==> config.mk <==
export PLATFORM = sky130hd
export DESIGN_NAME = snoop_coh_ctrl
export DESIGN_NICKNAME = d
export VERILOG_FILES = /design/src/rtl/coh_pkg.sv /design/src/rtl/coh_line_store.sv /design/src/rtl/coh_snoop.sv /design/src/rtl/coh_miss_fsm.sv /design/src/rtl/snoop_coh_ctrl.sv
export SDC_FILE = /design/constraint.sdc
export NUM_CORES = 1
export LEC_CHECK = 0
export ABC_AREA = 1
export CAP_MARGIN = 20
export CORE_MARGIN = 1
export CORE_UTILIZATION = 35
export DETAILED_ROUTE_END_ITERATION = 7
export GPL_TIMING_DRIVEN = 0
export PLACE_DENSITY = 0.49
export SETUP_SLACK_MARGIN = 0.3
export SYNTH_ARGS = -nofsm -noshare
export SYNTH_HDL_FRONTEND = slang
export SYNTH_HIERARCHICAL = 1
export SYNTH_SLANG_ARGS = --single-unit
==> constraint.sdc <==
create_clock -name clk_i -period 3.9 [get_ports clk_i]
set_input_delay 0.39 -clock clk_i [delete_from_list [all_inputs] [get_ports clk_i]]
set_output_delay 0.39 -clock clk_i [all_outputs]
set_load 0.1 [all_outputs]
==> src/rtl/coh_pkg.sv <==
package coh_pkg;
  typedef enum logic [1:0] {LN_INV = 2'd0, LN_SHR = 2'd1, LN_EXC = 2'd2} line_st_e;
  typedef enum logic [1:0] {
    BC_NONE = 2'd0, BC_RDMISS = 2'd1, BC_WRMISS = 2'd2, BC_WBACK = 2'd3
  } bus_cmd_e;
endpackage

==> src/rtl/coh_line_store.sv <==
module coh_line_store
  import coh_pkg::*;
#(
  parameter int unsigned TAG_W  = 13,
  parameter int unsigned DATA_W = 32,
  parameter int unsigned IDX_W  = 3
) (
  input  logic              clk_i,
  input  logic              rst_ni,
  input  logic [IDX_W-1:0]  lk_idx_i,
  output logic [TAG_W-1:0]  lk_tag_o,
  output logic [DATA_W-1:0] lk_data_o,
  output line_st_e          lk_st_o,
  input  logic [IDX_W-1:0]  sn_idx_i,
  output logic [TAG_W-1:0]  sn_tag_o,
  output logic [DATA_W-1:0] sn_data_o,
  output line_st_e          sn_st_o,
  input  logic              sn_we_i,
  input  line_st_e          sn_st_i,
  input  logic              fill_we_i,
  input  logic [IDX_W-1:0]  fill_idx_i,
  input  logic [TAG_W-1:0]  fill_tag_i,
  input  logic [DATA_W-1:0] fill_data_i,
  input  line_st_e          fill_st_i,
  input  logic              hit_we_i,
  input  logic [IDX_W-1:0]  hit_idx_i,
  input  logic [DATA_W-1:0] hit_data_i
);
  localparam int unsigned LINES = 1 << IDX_W;

  logic [TAG_W-1:0]  tag_q  [LINES];
  logic [DATA_W-1:0] data_q [LINES];
  line_st_e          st_q   [LINES];

  assign lk_tag_o  = tag_q[lk_idx_i];
  assign lk_data_o = data_q[lk_idx_i];
  assign lk_st_o   = st_q[lk_idx_i];
  assign sn_tag_o  = tag_q[sn_idx_i];
  assign sn_data_o = data_q[sn_idx_i];
  assign sn_st_o   = st_q[sn_idx_i];

  always_ff @(posedge clk_i or negedge rst_ni) begin
    if (!rst_ni) begin
      for (int i = 0; i < LINES; i++) begin
        st_q[i]   <= LN_INV;
        tag_q[i]  <= '0;
        data_q[i] <= '0;
      end
    end else begin
      if (sn_we_i) st_q[sn_idx_i] <= sn_st_i;
      if (fill_we_i) begin
        tag_q[fill_idx_i]  <= fill_tag_i;
        data_q[fill_idx_i] <= fill_data_i;
        st_q[fill_idx_i]   <= fill_st_i;
      end
      if (hit_we_i) data_q[hit_idx_i] <= hit_data_i;
    end
  end

  // snoop and local update never touch one line together
  assert_no_update_clash_R9: assert property (@(posedge clk_i) disable iff (!rst_ni)
    sn_we_i |-> !((fill_we_i && fill_idx_i == sn_idx_i) || (hit_we_i && hit_idx_i == sn_idx_i)));
endmodule

==> src/rtl/coh_snoop.sv <==
module coh_snoop
  import coh_pkg::*;
#(
  parameter int unsigned ADDR_W = 16,
  parameter int unsigned DATA_W = 32,
  parameter int unsigned IDX_W  = 3,
  parameter int unsigned ID_W   = 2,
  parameter logic [ID_W-1:0] CACHE_ID = '0,
  localparam int unsigned TAG_W = ADDR_W - IDX_W
) (
  input  logic              clk_i,
  input  logic              rst_ni,
  input  logic              snp_valid_i,
  input  logic [ID_W-1:0]   snp_src_i,
  input  logic [1:0]        snp_cmd_i,
  input  logic [ADDR_W-1:0] snp_addr_i,
  output logic [IDX_W-1:0]  sn_idx_o,
  input  logic [TAG_W-1:0]  sn_tag_i,
  input  logic [DATA_W-1:0] sn_data_i,
  input  line_st_e          sn_st_i,
  output logic              sn_we_o,
  output line_st_e          sn_st_o,
  output logic              snp_wb_o,
  output logic [DATA_W-1:0] snp_data_o
);
  logic foreign, match, is_rd, is_wr;

  assign sn_idx_o = snp_addr_i[IDX_W-1:0];
  assign foreign  = snp_valid_i && (snp_src_i != CACHE_ID);
  assign match    = foreign && (sn_st_i != LN_INV) && (sn_tag_i == snp_addr_i[ADDR_W-1:IDX_W]);
  assign is_rd    = snp_cmd_i == BC_RDMISS;
  assign is_wr    = snp_cmd_i == BC_WRMISS;

  always_comb begin
    sn_we_o  = 1'b0;
    sn_st_o  = sn_st_i;
    snp_wb_o = 1'b0;
    if (match && sn_st_i == LN_EXC && (is_rd || is_wr)) begin
      snp_wb_o = 1'b1;
      sn_we_o  = 1'b1;
      sn_st_o  = is_rd ? LN_SHR : LN_INV;
    end else if (match && sn_st_i == LN_SHR && is_wr) begin
      sn_we_o = 1'b1;
      sn_st_o = LN_INV;
    end
  end

  assign snp_data_o = sn_data_i;

  assert_own_ignored_R12: assert property (@(posedge clk_i) disable iff (!rst_ni)
    (snp_valid_i && snp_src_i == CACHE_ID) |-> (!sn_we_o && !snp_wb_o));

  assert_wb_leaves_exc_R11: assert property (@(posedge clk_i) disable iff (!rst_ni)
    snp_wb_o |-> (sn_we_o && sn_st_o != LN_EXC));
endmodule

==> src/rtl/coh_miss_fsm.sv <==
module coh_miss_fsm
  import coh_pkg::*;
#(
  parameter int unsigned ADDR_W = 16,
  parameter int unsigned DATA_W = 32,
  parameter int unsigned IDX_W  = 3,
  localparam int unsigned TAG_W = ADDR_W - IDX_W
) (
  input  logic              clk_i,
  input  logic              rst_ni,
  input  logic              cpu_req_i,
  input  logic              cpu_we_i,
  input  logic [ADDR_W-1:0] cpu_addr_i,
  input  logic [DATA_W-1:0] cpu_wdata_i,
  output logic              cpu_ready_o,
  output logic [DATA_W-1:0] cpu_rdata_o,
  input  logic              stall_i,
  input  logic [TAG_W-1:0]  lk_tag_i,
  input  logic [DATA_W-1:0] lk_data_i,
  input  line_st_e          lk_st_i,
  output logic              bus_req_o,
  input  logic              bus_gnt_i,
  input  logic              bus_done_i,
  output logic [1:0]        bus_cmd_o,
  output logic [ADDR_W-1:0] bus_addr_o,
  output logic [DATA_W-1:0] bus_wdata_o,
  input  logic [DATA_W-1:0] bus_rdata_i,
  output logic              fill_we_o,
  output logic [IDX_W-1:0]  fill_idx_o,
  output logic [TAG_W-1:0]  fill_tag_o,
  output logic [DATA_W-1:0] fill_data_o,
  output line_st_e          fill_st_o,
  output logic              hit_we_o,
  output logic [IDX_W-1:0]  hit_idx_o,
  output logic [DATA_W-1:0] hit_data_o
);
  typedef enum logic [1:0] {ST_IDLE, ST_WB, ST_MISS, ST_RESP} fsm_st_e;

  fsm_st_e           st_q, st_d;
  logic [ADDR_W-1:0] addr_q;
  logic              we_q;
  logic [DATA_W-1:0] wdata_q, vic_data_q, rdata_q;
  logic [TAG_W-1:0]  vic_tag_q;

  logic tag_eq, rd_hit, wr_hit, hit, miss, need_wb, xfer_end;

  assign tag_eq   = (lk_st_i != LN_INV) && (lk_tag_i == cpu_addr_i[ADDR_W-1:IDX_W]);
  assign rd_hit   = !cpu_we_i && tag_eq;
  assign wr_hit   = cpu_we_i && tag_eq && (lk_st_i == LN_EXC);
  assign hit      = (st_q == ST_IDLE) && cpu_req_i && !stall_i && (rd_hit || wr_hit);
  assign miss     = (st_q == ST_IDLE) && cpu_req_i && !stall_i && !(rd_hit || wr_hit);
  assign need_wb  = (lk_st_i == LN_EXC) && !tag_eq;
  assign xfer_end = bus_gnt_i && bus_done_i;

  always_comb begin
    st_d = st_q;
    unique case (st_q)
      ST_IDLE: if (miss) st_d = need_wb ? ST_WB : ST_MISS;
      ST_WB:   if (xfer_end) st_d = ST_MISS;
      ST_MISS: if (xfer_end) st_d = ST_RESP;
      ST_RESP: st_d = ST_IDLE;
      default: st_d = ST_IDLE;
    endcase
  end

  always_ff @(posedge clk_i or negedge rst_ni) begin
    if (!rst_ni) begin
      st_q       <= ST_IDLE;
      addr_q     <= '0;
      we_q       <= 1'b0;
      wdata_q    <= '0;
      vic_tag_q  <= '0;
      vic_data_q <= '0;
      rdata_q    <= '0;
    end else begin
      st_q <= st_d;
      if (miss) begin
        addr_q     <= cpu_addr_i;
        we_q       <= cpu_we_i;
        wdata_q    <= cpu_wdata_i;
        vic_tag_q  <= lk_tag_i;
        vic_data_q <= lk_data_i;
      end
      if (st_q == ST_MISS && xfer_end) rdata_q <= fill_data_o;
    end
  end

  always_comb begin
    bus_req_o   = 1'b0;
    bus_cmd_o   = BC_NONE;
    bus_addr_o  = addr_q;
    bus_wdata_o = vic_data_q;
    if (st_q == ST_WB) begin
      bus_req_o  = 1'b1;
      bus_cmd_o  = BC_WBACK;
      bus_addr_o = {vic_tag_q, addr_q[IDX_W-1:0]};
    end else if (st_q == ST_MISS) begin
      bus_req_o = 1'b1;
      bus_cmd_o = we_q ? BC_WRMISS : BC_RDMISS;
    end
  end

  assign fill_we_o   = (st_q == ST_MISS) && xfer_end;
  assign fill_idx_o  = addr_q[IDX_W-1:0];
  assign fill_tag_o  = addr_q[ADDR_W-1:IDX_W];
  assign fill_data_o = we_q ? wdata_q : bus_rdata_i;
  assign fill_st_o   = we_q ? LN_EXC : LN_SHR;

  assign hit_we_o   = hit && cpu_we_i;
  assign hit_idx_o  = cpu_addr_i[IDX_W-1:0];
  assign hit_data_o = cpu_wdata_i;

  assign cpu_ready_o = hit || (st_q == ST_RESP);
  assign cpu_rdata_o = (st_q == ST_RESP) ? rdata_q : lk_data_i;

  assert_cmd_hold_R13: assert property (@(posedge clk_i) disable iff (!rst_ni)
    (bus_req_o && !xfer_end) |=> (bus_req_o && $stable(bus_cmd_o) && $stable(bus_addr_o)));

  assert_ready_after_done_R13: assert property (@(posedge clk_i) disable iff (!rst_ni)
    (st_q == ST_RESP) |-> $past(bus_gnt_i && bus_done_i));

  assert_wb_then_miss_R6: assert property (@(posedge clk_i) disable iff (!rst_ni)
    (bus_req_o && bus_cmd_o == BC_WBACK && xfer_end) |=>
      (bus_req_o && (bus_cmd_o == BC_RDMISS || bus_cmd_o == BC_WRMISS)));

  assert_hit_no_bus_R8: assert property (@(posedge clk_i) disable iff (!rst_ni)
    (cpu_ready_o && st_q == ST_IDLE) |=> !bus_req_o);
endmodule

==> src/rtl/snoop_coh_ctrl.sv <==
module snoop_coh_ctrl
  import coh_pkg::*;
#(
  parameter int unsigned ADDR_W = 16,
  parameter int unsigned DATA_W = 32,
  parameter int unsigned IDX_W  = 3,
  parameter int unsigned ID_W   = 2,
  parameter logic [ID_W-1:0] CACHE_ID = '0
) (
  input  logic              clk_i,
  input  logic              rst_ni,
  input  logic              cpu_req_i,
  input  logic              cpu_we_i,
  input  logic [ADDR_W-1:0] cpu_addr_i,
  input  logic [DATA_W-1:0] cpu_wdata_i,
  output logic              cpu_ready_o,
  output logic [DATA_W-1:0] cpu_rdata_o,
  output logic              bus_req_o,
  input  logic              bus_gnt_i,
  input  logic              bus_done_i,
  output logic [1:0]        bus_cmd_o,
  output logic [ADDR_W-1:0] bus_addr_o,
  output logic [DATA_W-1:0] bus_wdata_o,
  input  logic [DATA_W-1:0] bus_rdata_i,
  input  logic              snp_valid_i,
  input  logic [ID_W-1:0]   snp_src_i,
  input  logic [1:0]        snp_cmd_i,
  input  logic [ADDR_W-1:0] snp_addr_i,
  output logic              snp_wb_o,
  output logic [DATA_W-1:0] snp_data_o
);
  localparam int unsigned TAG_W = ADDR_W - IDX_W;

  logic [TAG_W-1:0]  lk_tag, sn_tag, fill_tag;
  logic [DATA_W-1:0] lk_data, sn_data, fill_data, hit_data;
  line_st_e          lk_st, sn_st, sn_st_new, fill_st;
  logic [IDX_W-1:0]  sn_idx, fill_idx, hit_idx;
  logic              sn_we, fill_we, hit_we, stall;

  // a snoop rewriting the line the processor addresses holds the processor off
  assign stall = sn_we && (sn_idx == cpu_addr_i[IDX_W-1:0]);

  coh_line_store #(.TAG_W(TAG_W), .DATA_W(DATA_W), .IDX_W(IDX_W)) i_store (
    .clk_i, .rst_ni,
    .lk_idx_i(cpu_addr_i[IDX_W-1:0]), .lk_tag_o(lk_tag), .lk_data_o(lk_data), .lk_st_o(lk_st),
    .sn_idx_i(sn_idx), .sn_tag_o(sn_tag), .sn_data_o(sn_data), .sn_st_o(sn_st),
    .sn_we_i(sn_we), .sn_st_i(sn_st_new),
    .fill_we_i(fill_we), .fill_idx_i(fill_idx), .fill_tag_i(fill_tag),
    .fill_data_i(fill_data), .fill_st_i(fill_st),
    .hit_we_i(hit_we), .hit_idx_i(hit_idx), .hit_data_i(hit_data)
  );

  coh_snoop #(.ADDR_W(ADDR_W), .DATA_W(DATA_W), .IDX_W(IDX_W), .ID_W(ID_W),
              .CACHE_ID(CACHE_ID)) i_snoop (
    .clk_i, .rst_ni,
    .snp_valid_i, .snp_src_i, .snp_cmd_i, .snp_addr_i,
    .sn_idx_o(sn_idx), .sn_tag_i(sn_tag), .sn_data_i(sn_data), .sn_st_i(sn_st),
    .sn_we_o(sn_we), .sn_st_o(sn_st_new), .snp_wb_o, .snp_data_o
  );

  coh_miss_fsm #(.ADDR_W(ADDR_W), .DATA_W(DATA_W), .IDX_W(IDX_W)) i_fsm (
    .clk_i, .rst_ni,
    .cpu_req_i, .cpu_we_i, .cpu_addr_i, .cpu_wdata_i, .cpu_ready_o, .cpu_rdata_o,
    .stall_i(stall), .lk_tag_i(lk_tag), .lk_data_i(lk_data), .lk_st_i(lk_st),
    .bus_req_o, .bus_gnt_i, .bus_done_i, .bus_cmd_o, .bus_addr_o, .bus_wdata_o, .bus_rdata_i,
    .fill_we_o(fill_we), .fill_idx_o(fill_idx), .fill_tag_o(fill_tag),
    .fill_data_o(fill_data), .fill_st_o(fill_st),
    .hit_we_o(hit_we), .hit_idx_o(hit_idx), .hit_data_o(hit_data)
  );

  assert_reset_quiet_R1: assert property (@(posedge clk_i) disable iff (!rst_ni)
    $rose(rst_ni) |-> (!bus_req_o && !cpu_ready_o));
endmodule

After elaboration in Yosys (flattened, before gate mapping)
Index checks and enable logic that the tools add are counted.
{"block": "word_totals", "regBits": 504, "input_bits": 107, "out_inout_bits": 117}
{"block": "classes", "order_cmp": 6, "n_eq_ne": 14, "n_mux": 56, "n_bitwise": 3, "n_reduce_logical": 35}
{"operator": "$bwmux 256", "n": 2}
{"operator": "$mux 256", "n": 2}
{"operator": "$mux 32", "n": 8}
{"operator": "$bmux 32 s3", "n": 2}
{"operator": "$demux 32 s3", "n": 2}
{"operator": "$bwmux 104", "n": 1}
{"operator": "$bmux 13 s3", "n": 2}
{"operator": "$mux 13", "n": 5}
{"operator": "$mux 16", "n": 3}
{"operator": "$demux 13 s3", "n": 1}
{"operator": "$bwmux 16", "n": 2}
{"operator": "$mux 2", "n": 15}
{"operator": "$eq 13x13->1", "n": 2}
{"operator": "$logic_and 1x1->1", "n": 23}
{"operator": "$bmux 2 s3", "n": 2}
{"operator": "$demux 2 s3", "n": 2}
{"operator": "$ge 4x4->1 const B", "n": 3}
{"operator": "$lt 4x1->1 const B", "n": 3}
{"operator": "$not 3->4", "n": 3}
{"operator": "$eq 2x2->1 const B", "n": 5}
{"operator": "$pmux 2 s4", "n": 1}
{"operator": "$eq 2x1->1 const B", "n": 3}
{"operator": "$mux 1", "n": 6}
{"operator": "$ne 2x1->1 const B", "n": 3}
{"operator": "6 further kinds", "n": 13}

Depth between registers and ports, before layout
{"block": "depth", "ltp_word": 17, "mapped_depth": 30}

Cells and area by module
The synthesis kept the hierarchy.
{"mod": "coh_line_store", "instances": 1, "cells_per_inst": 4170, "area_per_inst_um2": 25261.7}
{"mod": "coh_miss_fsm", "instances": 1, "cells_per_inst": 832, "area_per_inst_um2": 6561.3}
{"mod": "coh_snoop", "instances": 1, "cells_per_inst": 131, "area_per_inst_um2": 674.4}
{"mod": "snoop_coh_ctrl", "instances": 1, "cells_per_inst": 17, "area_per_inst_um2": 70.1}

Least setup slack after synthesis
Ideal clock, no wire load.
{"block": "synth_timing", "path_kind": "in2out", "from": "input port cpu_addr_i[1]", "to": "output port cpu_rdata_o[19]", "t_arrival_ns": 3.330, "t_required_ns": 3.510, "setup_slack_ns": 0.180, "cell_stages": 10, "path_buffers": 3, "cell_sequence": "clkbuf_1 > inv_1 > buf_2 > buf_2 > nand3_1 > nand2_1 > nand2_1 > nand2_1 > inv_1 > o21ai_0"}
{"block": "synth_via", "elab_chain_cells": 5}
{"element": "start, declared", "line": "snoop_coh_ctrl.sv:14", "rtl": "input logic [ADDR_W-1:0] cpu_addr_i,"}
{"element": "$not 3->4 (implied by the code)", "line": "coh_line_store.sv:36", "rtl": "assign lk_data_o = data_q[lk_idx_i];"}
{"element": "$bmux 32 s3", "line": "coh_line_store.sv:36"}
{"element": "$mux 32 (implied by the code) (2 in series)", "line": "coh_line_store.sv:36"}
{"element": "net lk_data[19]", "line": "snoop_coh_ctrl.sv:35", "rtl": "logic [DATA_W-1:0] lk_data, sn_data, fill_data, hit_data;"}
{"element": "$mux 32", "line": "coh_miss_fsm.sv:114", "rtl": "assign cpu_rdata_o = (st_q == ST_RESP) ? rdata_q : lk_data_i;"}
{"element": "end, declared", "line": "snoop_coh_ctrl.sv:17", "rtl": "output logic [DATA_W-1:0] cpu_rdata_o,"}
The timed path passes the listed nets, and every way through them passes these cells. The select of a mux whose other input is x is not followed.

Worst setup path after layout
{"block": "layout_timing", "from": "input port snp_addr_i[1]", "to": "output port snp_data_o[8]"}
{"block": "layout_via", "elab_chain_cells": 4}
{"element": "start, declared", "line": "snoop_coh_ctrl.sv:28", "rtl": "input logic [ADDR_W-1:0] snp_addr_i,"}
{"element": "$not 3->4 (implied by the code)", "line": "coh_line_store.sv:39", "rtl": "assign sn_data_o = data_q[sn_idx_i];"}
{"element": "$bmux 32 s3", "line": "coh_line_store.sv:39"}
{"element": "$mux 32 (implied by the code) (2 in series)", "line": "coh_line_store.sv:39"}
{"element": "end, declared", "line": "snoop_coh_ctrl.sv:30", "rtl": "output logic [DATA_W-1:0] snp_data_o"}
No other way between the ends. The select of a mux whose other input is x is not followed.

==> results.txt <==
Status: finished, final reports clean
Critical path class: in -> out
Final core utilization: 0.441
Worst Setup End Kind: output port
Initial DRC count: 4055
Grt total ovfl: 0
Sequential-to-total area share from yosys stat: 0.387
Critical Path AT: 3.40 ns
Actual slew at the worst max-slew pin: 1.03 ns
# rows: 111
GR Util met1: 0.438
Die footprint: 94300 um^2
RSZ-0062 raised after global routing: true
CP dominant cell by count: buf_4
Crit-path max cell delay: 1.12 ns
IO buf count: 220
Synthesized cell area: 32600 um^2
Vias: 35331
Lkg Pwr: 20.8 nW
Number of global-route vias before repair: 33583
Clk_lat worst skew: 0.63 ns
Sinks on Clock Net: 504
Root Driver: clkbuf_16
Period utilization: 0.971
Fin crit period: 3.79 ns
Setup Viol. Count Final: 0
Synth Area per Inst: 6.32 um^2
Layout cells sized above 1: 0.127
Met2 Usage GRT: 0.499
Synth warn: 6
Routed Antenna Nets: 0
Routed vias/inst: 5.20
Placed cell area: 36500 um^2
Clock transition at path regs: 0.06 ns
I/O Pins: 224
Worst-path fanout max: 10
Kind of start point of the critical path: input pin
Initial antenna violation count: 3
Die Ht: 307 um
CP required: 3.51 ns
Post-synthesis register bit count: 504
Max Slew Vio Count: 0
Pre-Repair DR Iteration Count: 6
First-pass GRT wire length: 226000 um
Largest net degree at the start of global routing: 107
Crit-path cells: buf_4 > nand2_1 > clkinv_2 > clkbuf_1 > nand3_1 > nand4_1 > buf_4 > clkdlybuf4s50_1
Most frequent cells in the layout: nand2_1 (2326), nand3_1 (917), inv_1 (514)
Die X-Extent: 307 um
Clock buffer depth: 3
CTS tree: built
Post-Syn Instances: 5150
GPL Wtd Cong: 0.944
Yosys cell types: 27
Worst slew margin: 0.311
Initial Util: 0.354
Worst min path class: in -> reg
Area growth syn-to-layout: 24.6%
DR DRC count: 0
Cts bufs inserted: 67
Final Instance Area: 40600 um^2
Max rail drop VDD: 598 uV
DPL Wire Length: 111000 um
Slowest CP cell: clkdlybuf4s50_1
Clock Skews: 0.0215 ns
# H-tree levels: 3
Synth Net Count: 5264
Pwr per Cell Area: 717 nW/um^2
GR peak layer: met2
Nets@finish: 5611
DR WL/cell: 23.3 um
Met3 Resource Use GR: 0.0799
Core area: 91900 um^2
Final WL: 158000 um
Final Hold Viols: 0
FMAX: 264 MHz
Commonest non-fill, non-tap cell in the layout: nand2_1
Max_cap viols: 0
Tot GR Track Use: 0.328
registers in the layout, indices dropped and copies added (netlist names):
register           flops
i_store/data_q       256
i_store/tag_q        104
i_fsm/bus_wdata_o     32
i_fsm/rdata_q         32
i_fsm/wdata_q         32
i_fsm/addr_q          16
i_store/st_q          16
i_fsm/vic_tag_q       13
i_fsm/st_q             2
i_fsm/we_q             1
metrics by stage:
step	setup WS (ns)	instances	setup TNS, ns	hold WS [ns]	power (W)
finish	0.112	6791	0	0.155	0.0291
global route	0.0177	6790	0	0.151	0.0308
CTS	0.0621	6757	0	0.249	0.0289
detailed placement	-2.64	6619	-754.70	0.383	0.0223
global placement	-22.81	6613	-	0.454	0.0223
floorplan	0.402	5150	0	0.0944	0.0179
critical path: cells and delay by family:
| family | cells | cell delay [ns] |
|---|---|---|
| buf+inv | 5 | 2.34 |
| simple gates | 3 | 0.64 |
power by group:
part	switching (W)	leakage, nW	total [W]	internal (W)
clock	0.00258	1.09	0.00643	0.00385
sequential	0.000881	5.63	0.00810	0.00722
combinational	0.0109	14.0	0.0146	0.00370
total	0.0143	20.8	0.0291	0.0148
cell usage after synthesis:
cell / n / area [um^2]
xnor2_1: 2 / 17.5
ha_1: 7 / 87.6
nor4_1: 1 / 6.26
clkinv_1: 3 / 11.3
buf_6: 9 / 101
dfrtp_1: 504 / 12600
buf_1: 11 / 41.3
nor2_4: 1 / 11.3
clkbuf_1: 154 / 578
a21oi_2: 1 / 8.76
o21ai_1: 37 / 185
nor3_1: 1 / 5.00
o211ai_1: 1 / 7.51
nor2_1: 31 / 116
nor2_2: 11 / 68.8
buf_4: 81 / 608
mux2_2: 32 / 360
nand3_1: 932 / 4660
inv_2: 18 / 67.6
o21ai_0: 163 / 816
nand4_1: 51 / 319
nand2_2: 4 / 25.0
buf_8: 1 / 15.0
buf_2: 174 / 871
inv_1: 545 / 2050
clkbuf_2: 2 / 10.0
nand2_1: 2373 / 8910
worst paths after layout:
check	cells after the start	from	slack (ns)	endpoint
setup / recovery	8	snp_addr_i[1]	0.11	snp_data_o[8]
hold / removal	3	cpu_addr_i[0]	0.15	i_fsm/addr_q[0]
setup reg to reg	28	i_store/st_q[14]	0.16	i_store/data_q[237]
hold reg to reg	2	i_fsm/wdata_q[11]	0.47	i_fsm/wdata_q[11]
max in group asynchronous	4	rst_ni	2.09	i_fsm/wdata_q[14]
min in group asynchronous	2	rst_ni	0.31	i_fsm/vic_tag_q[10]
area by class of cell:
cell class                 count  area (um^2)
multi-input combinational   3648        16000
inverter                     566         2210
sequential                   504        12600
clock inverter                 7         91.3
antenna                        1         2.50
timing repair buffer         278         3000
clock buffer                 112         2140
fill                        9857        51400
tap                         1243         1560
buffer                       432         2980
logic make-up after synthesis:
| group | after synthesis | synth area share |
|---|---|---|
| simple gates | 3405 | 0.434 |
| buf+inv | 998 | 0.134 |
| flops | 504 | 0.387 |
| compound gates | 202 | 0.0312 |
| mux | 32 | 0.0111 |
| fa+ha+maj | 7 | 0.00269 |
| xor+xnor | 2 | 0.000538 |
per-layer routing:
layer	wire length (um)	share of wire	up-vias
li1	-	-	16563
met1	66700	0.42	16686
met2	68300	0.43	1736
met3	16200	0.10	346
met4	7200	0.045	0
met5	0	0	-
repair_timing:
| item | CTS | global route |
|---|---|---|
| pin swaps | 18 | 63 |
| hold buffers | 1 | 0 |
| endpoints found under the setup margin | 427 | 380 |
| gates resized for setup | 355 | 267 |
| cloned | 0 | 11 |
| buffers inserted | 18 | 22 |
| endpoints found under the hold margin | 59 | 0 |
Power figures use the tool's default switching activity.
